## src/rtl/sleep_ctrl.sv

```systemverilog
module sleep_ctrl #(
  parameter int SYNC_STAGES    = 2,
  parameter int ENTER_CYCLES   = 2,
  parameter int EXIT_CYCLES    = 2,
  parameter int RECOVER_CYCLES = 2
) (
  input  logic clk,
  input  logic rst_n,
  input  logic sleep_req,
  input  logic sel_active,
  input  logic strobe,
  output logic asleep,
  output logic block_inputs,
  output logic force_hiz,
  output logic proto_err
);
  localparam int MAXC0 = (ENTER_CYCLES > EXIT_CYCLES) ? ENTER_CYCLES : EXIT_CYCLES;
  localparam int MAXC  = (MAXC0 > RECOVER_CYCLES) ? MAXC0 : RECOVER_CYCLES;
  localparam int CW    = $clog2(MAXC + 1);

  typedef enum logic [2:0] {AWAKE, ENTERING, SLEEPING, EXITING, RECOVER} phase_t;

  phase_t                 phase;
  logic [CW-1:0]          cnt;
  logic [SYNC_STAGES-1:0] sync;
  logic                   req_s;

  assign req_s = sync[SYNC_STAGES-1];

  always_ff @(posedge clk or negedge rst_n)
    if (!rst_n) sync <= '0;
    else        sync <= {sync[SYNC_STAGES-2:0], sleep_req};

  always_ff @(posedge clk or negedge rst_n) begin
    if (!rst_n) begin
      phase     <= AWAKE;
      cnt       <= '0;
      proto_err <= 1'b0;
    end else begin
      case (phase)
        AWAKE: if (req_s) begin
          phase <= ENTERING;
          cnt   <= CW'(ENTER_CYCLES - 1);
          if (sel_active) proto_err <= 1'b1;
        end
        ENTERING: if (cnt == '0) phase <= SLEEPING;
                  else           cnt   <= cnt - 1'b1;
        SLEEPING: if (!req_s) begin
          phase <= EXITING;
          cnt   <= CW'(EXIT_CYCLES - 1);
        end
        EXITING: if (cnt == '0) begin
          phase <= RECOVER;
          cnt   <= CW'(RECOVER_CYCLES - 1);
        end else cnt <= cnt - 1'b1;
        RECOVER: begin
          if (strobe) proto_err <= 1'b1;
          if (cnt == '0) phase <= AWAKE;
          else           cnt   <= cnt - 1'b1;
        end
        default: phase <= AWAKE;
      endcase
    end
  end

  assign asleep       = (phase == SLEEPING);
  assign force_hiz    = (phase == ENTERING) || (phase == SLEEPING) || (phase == EXITING);
  assign block_inputs = (phase != AWAKE);

  assert_asleep_guarded_R10: assert property (@(posedge clk) disable iff (!rst_n)
    asleep |-> (force_hiz && block_inputs));
  assert_err_sticky_R9: assert property (@(posedge clk) disable iff (!rst_n)
    proto_err |=> proto_err);
  assert_sleep_after_entry_R3: assert property (@(posedge clk) disable iff (!rst_n)
    $rose(asleep) |-> $past(force_hiz));
  assert_recover_after_hiz_R6: assert property (@(posedge clk) disable iff (!rst_n)
    $fell(block_inputs) |-> (!force_hiz && $past(!force_hiz)));
  assert_recover_strobe_R8: assert property (@(posedge clk) disable iff (!rst_n)
    (phase == RECOVER && strobe) |=> proto_err);
  assert_entry_needs_req_R2: assert property (@(posedge clk) disable iff (!rst_n)
    $rose(block_inputs) |-> $past(req_s));
endmodule

```

## config.mk

```make
export PLATFORM = sky130hd
export DESIGN_NAME = sleep_ctrl
export DESIGN_NICKNAME = d
export VERILOG_FILES = /design/src/rtl/sleep_ctrl.sv
export SDC_FILE = /design/constraint.sdc
export NUM_CORES = 1
export LEC_CHECK = 0
export CAP_MARGIN = 0
export CORE_AREA = 8 8 45 47
export DETAILED_ROUTE_END_ITERATION = 10
export DIE_AREA = 0 0 53 55
export SYNTH_ARGS = -nofsm -noshare
export SYNTH_HDL_FRONTEND = slang
export SYNTH_SLANG_ARGS = --single-unit
```

## constraint.sdc

```tcl
create_clock -name clk -period 1.55 [get_ports clk]
set_input_delay 0.2325 -clock clk [delete_from_list [all_inputs] [get_ports clk]]
set_output_delay 0.2325 -clock clk [all_outputs]
set_load 0.05 [all_outputs]
```

==> reports/qor.yml, run 1 <==
synthesis:
  synth-async-reset-ratio_pct: 100
  ys_seq_area_share_pct: 46.4
  syn_nets: 52
  synthFlopType: "dfrtp_1"
  synth_most_common_cell: "dfrtp_1"
  synth_area_sq_um: 432
  yosys_warnings: 0
  syn_avg_cell_area_sq_um: 9.59
  synthDistinctLibCells: 21
  synth_top_area_share_pct: 46.4
  yosys.area.top_type: "dfrtp_1"
  synth-seq-cells: 8
  synth-edff-count: 0
  ys_top_cells_by_area: "dfrtp_1, ha_1, nor2_1, xor2_1, o21ai_0"
  synth_common_cells: "dfrtp_1, nor2_1, nand2_1"
  synth_cells: 45
placed_design:
  dp_hpwl_microns: 653
  io_buffer_count: 8
  gp_congestion: 0.728
  pre_cts_ws_ps: 96.6
critical_path:
  path_delay_family: "flip-flops"
  critPathCaptureType: "primary output"
  timing.rr.start: "phase[2]$_DFFE_PN0P_"
  regToRegEndpoint: "cnt[1]$_DFFE_PN0P_"
  worst-setup-path-type: "reg2out"
  startpoint_type: "register"
  cp_num_buf_inv: 2
  cp_common_cell: "buf_6"
  required_ps: 1320
  crit_fanout: 3
  crit_chain: "buf_6 -> or3_4 -> buf_6"
  reg2reg_slack_ps: 100
  crit_path_max_incr_delay_ps: 390
  r2r_cells: 4
  worstPathArrival_ps: 1300
  crit_slowest_cell: "dfrtp_1"
cells_and_area:
  regArea_sq_um: 201
  multi_input_area_sq_um: 211
  nets: 68
  fill_cells: 146
  diodes: 0
  areaGrowthSynthToFinish_pct: 42.3
  drive_gt1_share_pct: 28.8
routing:
  drtAntennaViolNets: 0
  drt-initial-drc-count: 0
  wl_per_cell_microns: 12.1
  first_pass_iters: 1
  post-route-drc-count: 0
  vias: 359
  detail_route.vias_per_cell: 4.79
  wl_microns: 909
global_routing:
  grt_pass1_vias: 366
  track_usage_pct: 7.48
  antenna_found_initial: 0
  grt_max_degree: 10
  overflow: 0
  grt_pass1_wl_microns: 1520
timing:
  setup_viol: 0
  finalCritPeriodShare_pct: 98.9
  grt_setup_unrepaired: "true"
  maxSlewViolCount: 0
  relSlewSlack_pct: 74.7
  fmax_mhz: 652
  timing.final.ws_setup_ps: 16.6
  clock_skew_ps: 6.46
  period_needed_ps: 1530
  worst_pin_slew_ps: 378
  hold_violations: 0
  setup_tns_ps: 0
clocking:
  cts.sinks: 8
  root_buffer: "clkbuf_4"
  numCtsBuffers: 3
  h-tree-depth: 1
  clock_latency_ps: 260
  cts_tree: "yes"
  clk_pin_slew_ps: 60
  clock_path_buffers: 2
outcome:
  outcome: "finished, final reports clean"
power_and_ir_drop:
  p_per_area_nw_per_um2: 2410
  internal_power_mw: 0.829
  vdd_drop_max_mv: 0.824
  leakagePower_nw: 0.287
  combPwrFrac_pct: 64.2
  clkPwrFrac_pct: 11.3
  p_sw_share_pct: 44.1
  p_seq_share_pct: 24.6
  switching_power_mw: 0.654
floorplanning:
  die_x_microns: 53
  coreArea_sq_um: 1380
  rows: 14
  initial_utilization_pct: 31.2
  die-area_sq_um: 2920
  ioPinCount: 9
  die_h_microns: 55
job:
  maxCapViolCount: 0
hold_path:
  hold_path_class: "in2async"
==> cell type report <==
cell class | count | share of cell area (%)
multi-input cells | 32 | 34.4
flip-flops and latches | 8 | 32.8
inverters | 2 | 1.22
repair buffers | 14 | 24.6
clock buffers | 3 | 3.67
well taps | 16 | 3.26
==> worst register-to-register path: stages (launching register included) <==
cell	delay [ps]
dfrtp_1	390
or3_1	370
a21o_1	190
nand3_2	60
mux2_1	320
==> flip-flops by register name (all words and copies together), names as in the netlist <==
signal / count
cnt: 2
phase: 3
proto_err: 1
sync: 2
==> metrics by stage <==
stage	area, sq um	std cells	hold slack [ps]	utilization [%]	total power [mW]
2_1_floorplan	434	45	-63.1	-	0.945
5_1_grt	614	75	282	44.4	1.60
3_5_place_dp	552	69	339	39.9	1.23
6_report	614	75	253	44.4	1.48
4_1_cts	608	75	257	43.9	1.48
3_3_place_gp	552	69	336	39.9	1.23
==> power groups by stage <==
stage                     clock network (mW)  logic, mW  registers [mW]
after global routing                   0.182       1.04           0.381
after CTS                              0.177      0.947           0.359
after global placement                     0      0.872           0.362
after floorplan                            0      0.583           0.362
final                                  0.167      0.952           0.364
after detailed placement                   0      0.874           0.358
==> what timing repair did <==
action,4_1_cts,5_1_grt
setup buffers,3,0
hold buffers,0,0
gates resized for setup,3,2
endpoints found under the setup margin,1,2
pin swaps,1,0
==> metal layers <==
| layer | track usage [%] | up-vias | part of all wire (%) |
|---|---|---|---|
| met5 | 0 | - | 0 |
| met4 | 6.47 | 0 | 2.5 |
| met3 | 3.21 | 3 | 5.6 |
| met2 | 11.3 | 7 | 48 |
| met1 | 7.89 | 171 | 43 |
| li1 | - | 178 | - |
==> how the worst max path moves through the flow <==
stage | from | endpoint | cells past startpoint
floorplan | phase[0]$_DFFE_PN0P_ | cnt[1]$_DFFE_PN0P_ | 5
global placement | cnt[0]$_DFFE_PN0P_ | cnt[1]$_DFFE_PN0P_ | 6
detailed placement | cnt[0]$_DFFE_PN0P_ | cnt[1]$_DFFE_PN0P_ | 6
CTS | phase[0]$_DFFE_PN0P_ | block_inputs | 3
global route | phase[0]$_DFFE_PN0P_ | block_inputs | 3
finish | phase[0]$_DFFE_PN0P_ | block_inputs | 3
==> cell usage in the layout, fill, tap and decap left out <==
| master | synthesis | layout |
|---|---|---|
| o21ai_0 | 3 | 3 |
| ha_1 | 2 | 2 |
| or3_4 | 0 | 1 |
| a21o_1 | 2 | 2 |
| a21oi_1 | 2 | 2 |
| buf_4 | 0 | 5 |
| mux2_1 | 1 | 1 |
| dfrtp_2 | 0 | 1 |
| clkdlybuf4s50_1 | 0 | 4 |
| o22ai_1 | 2 | 2 |
| a211oi_1 | 1 | 1 |
| nor2_2 | 0 | 1 |
| or3_1 | 2 | 1 |
| inv_1 | 2 | 2 |
| nor2_1 | 6 | 5 |
| mux2i_1 | 1 | 1 |
| buf_6 | 1 | 3 |
| or2b_1 | 1 | 1 |
| dfrtp_1 | 8 | 7 |
| nand3_2 | 1 | 1 |
| nand2b_1 | 1 | 1 |
| xor2_1 | 2 | 2 |
| nor2b_1 | 1 | 1 |
| buf_12 | 0 | 2 |
| nand2_1 | 4 | 4 |
| clkbuf_4 | 0 | 3 |
==> cells by family (layout without fill, tap and decap cells) <==
logic type	count (synthesis)	count (layout)	share of synthesized area, %
xor gates and xnor gates	2	2	4.06
DFF	8	8	46.4
adders and majority gates	2	2	5.80
muxes	2	2	4.93
buffers and inverters	5	19	6.38
AOI/OAI and AO/OA	10	10	13.9
and+or+nand+nor	16	16	18.6
Note: power is estimated with default switching activity, not from simulation.
==> run 2, diff against run 1 <==
--- a/config.mk
+++ b/config.mk
@@ -7,6 +7,7 @@
 export LEC_CHECK = 0
 export CAP_MARGIN = 0
 export CORE_AREA = 8 8 45 47
+export CTS_CLUSTER_DIAMETER = 200
 export DETAILED_ROUTE_END_ITERATION = 10
 export DIE_AREA = 0 0 53 55
 export SYNTH_ARGS = -nofsm -noshare
==> results of run 2 <==
The final DEF is identical to that of run 1; final timing and power are the same.
==> run 3, diff against run 2 <==
--- a/config.mk
+++ b/config.mk
@@ -10,6 +10,7 @@
 export CTS_CLUSTER_DIAMETER = 200
 export DETAILED_ROUTE_END_ITERATION = 10
 export DIE_AREA = 0 0 53 55
+export DONT_BUFFER_PORTS = 1
 export SYNTH_ARGS = -nofsm -noshare
 export SYNTH_HDL_FRONTEND = slang
 export SYNTH_SLANG_ARGS = --single-unit
==> reports/qor.yml, run 3 (same netlist as run 1, synthesis figures left out) <==
outcome:
  outcome: "finished, final reports clean"  # unchanged
timing:
  maxSlewViolCount: 0  # unchanged
  setup_viol: 0  # unchanged
  setup_tns_ps: 0  # unchanged
  clock_skew_ps: 14.2  # was 6.46 ps
  worst_pin_slew_ps: 506  # was 378 ps
  relSlewSlack_pct: 66.3  # was 74.7%
  period_needed_ps: 1510  # was 1530 ps
  fin_hold_ws_ps: 224  # was 253 ps
  fmax_mhz: 663  # was 652 MHz
  finalCritPeriodShare_pct: 97.3  # was 98.9%
  hold_violations: 0  # unchanged
  timing.final.ws_setup_ps: 41.2  # was 16.6 ps
  grt_setup_unrepaired: "false"  # was true
power_and_ir_drop:
  p_sw_share_pct: 47.6  # was 44.1%
  switching_power_mw: 0.604  # was 0.654 mW
  p_per_area_nw_per_um2: 2420  # was 2410 nW/um^2
  vdd_drop_max_mv: 0.778  # was 0.824 mV
  clkPwrFrac_pct: 12.6  # was 11.3%
  p_seq_share_pct: 31.8  # was 24.6%
  internal_power_mw: 0.665  # was 0.829 mW
  combPwrFrac_pct: 55.6  # was 64.2%
  leakagePower_nw: 0.244  # was 0.287 nW
clocking:
  root_buffer: "clkbuf_4"  # unchanged
  clk_pin_slew_ps: 60  # about the same
  clock_path_buffers: 2  # unchanged
  cts_setup_buffers: 0  # was 3
  cts.sinks: 8  # unchanged
  cts_tree: "yes"  # unchanged
  numCtsBuffers: 3  # unchanged
  clock_latency_ps: 260  # about the same
  h-tree-depth: 1  # unchanged
global_routing:
  grt_max_degree: 12  # was 10
  track_usage_pct: 6.87  # was 7.48%
  antenna_found_initial: 0  # unchanged
  grt_pass1_wl_microns: 1390  # was 1520 microns
  overflow: 0  # unchanged
  grt_pass1_vias: 333  # was 366
cells_and_area:
  areaGrowthSynthToFinish_pct: 21.4  # was 42.3%
  layout_commonest_cell: "dfrtp_1"  # unchanged
  drive_gt1_share_pct: 23.1  # was 28.8%
  diodes: 0  # unchanged
  fill_cells: 146  # unchanged
  layout_common_cells: "dfrtp_1, nor2_1, nand2_1, buf_4"  # was dfrtp_1, nor2_1, buf_4
  largestRegisters: "phase x3, cnt x2, sync x2"  # unchanged
  final_cells: 68  # was 75
  largest_reg_flops: 3  # unchanged
  largest_register: "phase"  # unchanged
  nets: 61  # was 68
  fin_area_sq_um: 524  # was 614 sq um
routing:
  routedLengthMet1_microns: 350  # was 394 microns
  post-route-drc-count: 0  # unchanged
  drtAntennaViolNets: 0  # unchanged
  top_layer: "met3"  # was met4
  vias: 329  # was 359
  detail_route.vias_per_cell: 4.84  # was 4.79
  wl_met3_microns: 64  # was 51 microns
  wl_met2_microns: 408  # was 438 microns
  wl_microns: 822  # was 909 microns
  drt-initial-drc-count: 2  # was 0
  first_pass_iters: 3  # was 1
  wl_per_cell_microns: 12.1  # about the same
critical_path:
  reg2reg_slack_ps: 90  # was 100 ps
  critPathCaptureType: "primary output"  # unchanged
  crit_slowest_cell: "or3_4"  # was dfrtp_1
  worstPathArrival_ps: 1280  # was 1300 ps
  startpoint_type: "register"  # unchanged
  crit_fanout: 9  # was 3
  required_ps: 1320  # about the same
  crit_chain: "buf_4 -> or3_4"  # was buf_6 -> or3_4 -> buf_6
  worst-setup-path-type: "reg2out"  # unchanged
  crit_path_max_incr_delay_ps: 480  # was 390 ps
floorplanning:
  die-area_sq_um: 2920  # unchanged
  coreArea_sq_um: 1380  # unchanged
  die_x_microns: 53  # unchanged
  rows: 14  # unchanged
  ioPinCount: 9  # unchanged
  initial_utilization_pct: 31.2  # unchanged
  die_h_microns: 55  # unchanged
job:
  maxCapViolCount: 0  # unchanged
placed_design:
  place_area_sq_um: 472  # was 552 sq um
  io_buffer_count: 0  # was 8
  gp_congestion: 0.669  # was 0.728
  dp_hpwl_microns: 613  # was 653 microns
  pre_cts_ws_ps: 100  # was 96.6 ps
  dp_cells: 63  # was 69
hold_path:
  hold_path_class: "in2reg"  # was in2async
[run 3: cell types whose count changed in the layout (fill, tap and decap cells not counted), sizes merged]
| cell | previous run | this run |
|---|---|---|
| dlygate4sd3 | 0 | 2 |
| clkdlybuf4s50 | 4 | 0 |
| buf | 10 | 5 |
[run 3: layout make-up]
| type | count | area [sq um] | area share (%) |
|---|---|---|---|
| well taps | 16 | 20.0 | 3.82 |
| inverters | 2 | 7.51 | 1.43 |
| multi-input cells | 32 | 211 | 40.3 |
| clock buffers | 3 | 22.5 | 4.30 |
| repair buffers | 7 | 61.3 | 11.7 |
| flip-flops and latches | 8 | 201 | 38.4 |
[run 3: per-layer routing]
| metal | global-route usage, % | vias to the layer above |
|---|---|---|
| li1 | - | 167 |
| met1 | 6.96 | 155 |
| met2 | 10.7 | 7 |
| met3 | 5.08 | 0 |
| met4 | 2.59 | 0 |
| met5 | 0 | - |
[run 3: power groups by stage]
stage          Combinational [mW]  Sequential (mW)  Clock [mW]
2_1_floorplan               0.583            0.362           0
3_3_place_gp                0.676            0.399           0
3_5_place_dp                0.679            0.403           0
4_1_cts                     0.702            0.400       0.166
5_1_grt                     0.781            0.415       0.182
6_report                    0.705            0.404       0.160
[run 3: repair_timing]
item / CTS / global route
hold endpoints to repair: 8 / 1
gates resized for setup: 1 / 2
pin swaps: 0 / 1
hold buffers: 1 / 1
endpoints found under the setup margin: 1 / 3
[run 3: worst paths after layout]
path | start | endpoint | cells past startpoint
max reg2reg | phase[2]$_DFFE_PN0P_ | cnt[1]$_DFFE_PN0P_ | 4
min reg2reg | sync[0]$_DFF_PN0_ | sync[1]$_DFF_PN0_ | 0
min | strobe | proto_err$_DFFE_PN0P_ | 3
min in group asynchronous | rst_n | phase[0]$_DFFE_PN0P_ | 1
max in group asynchronous | rst_n | phase[1]$_DFFE_PN0P_ | 1
max | phase[0]$_DFFE_PN0P_ | block_inputs | 2
[run 3: stage by stage]
stage	power, mW	util (%)
4_1_cts	1.27	36.8
5_1_grt	1.38	37.9
6_report	1.27	37.9
3_5_place_dp	1.08	34.1
3_3_place_gp	1.07	34.1
2_1_floorplan	0.945	-
[run 3: worst max-delay path, delay by kind of cell, from the launching register on]
family                 cells  cell delay [ps]
and+or+nand+nor            1              480
DFF                        1              370
buffers and inverters      1              160
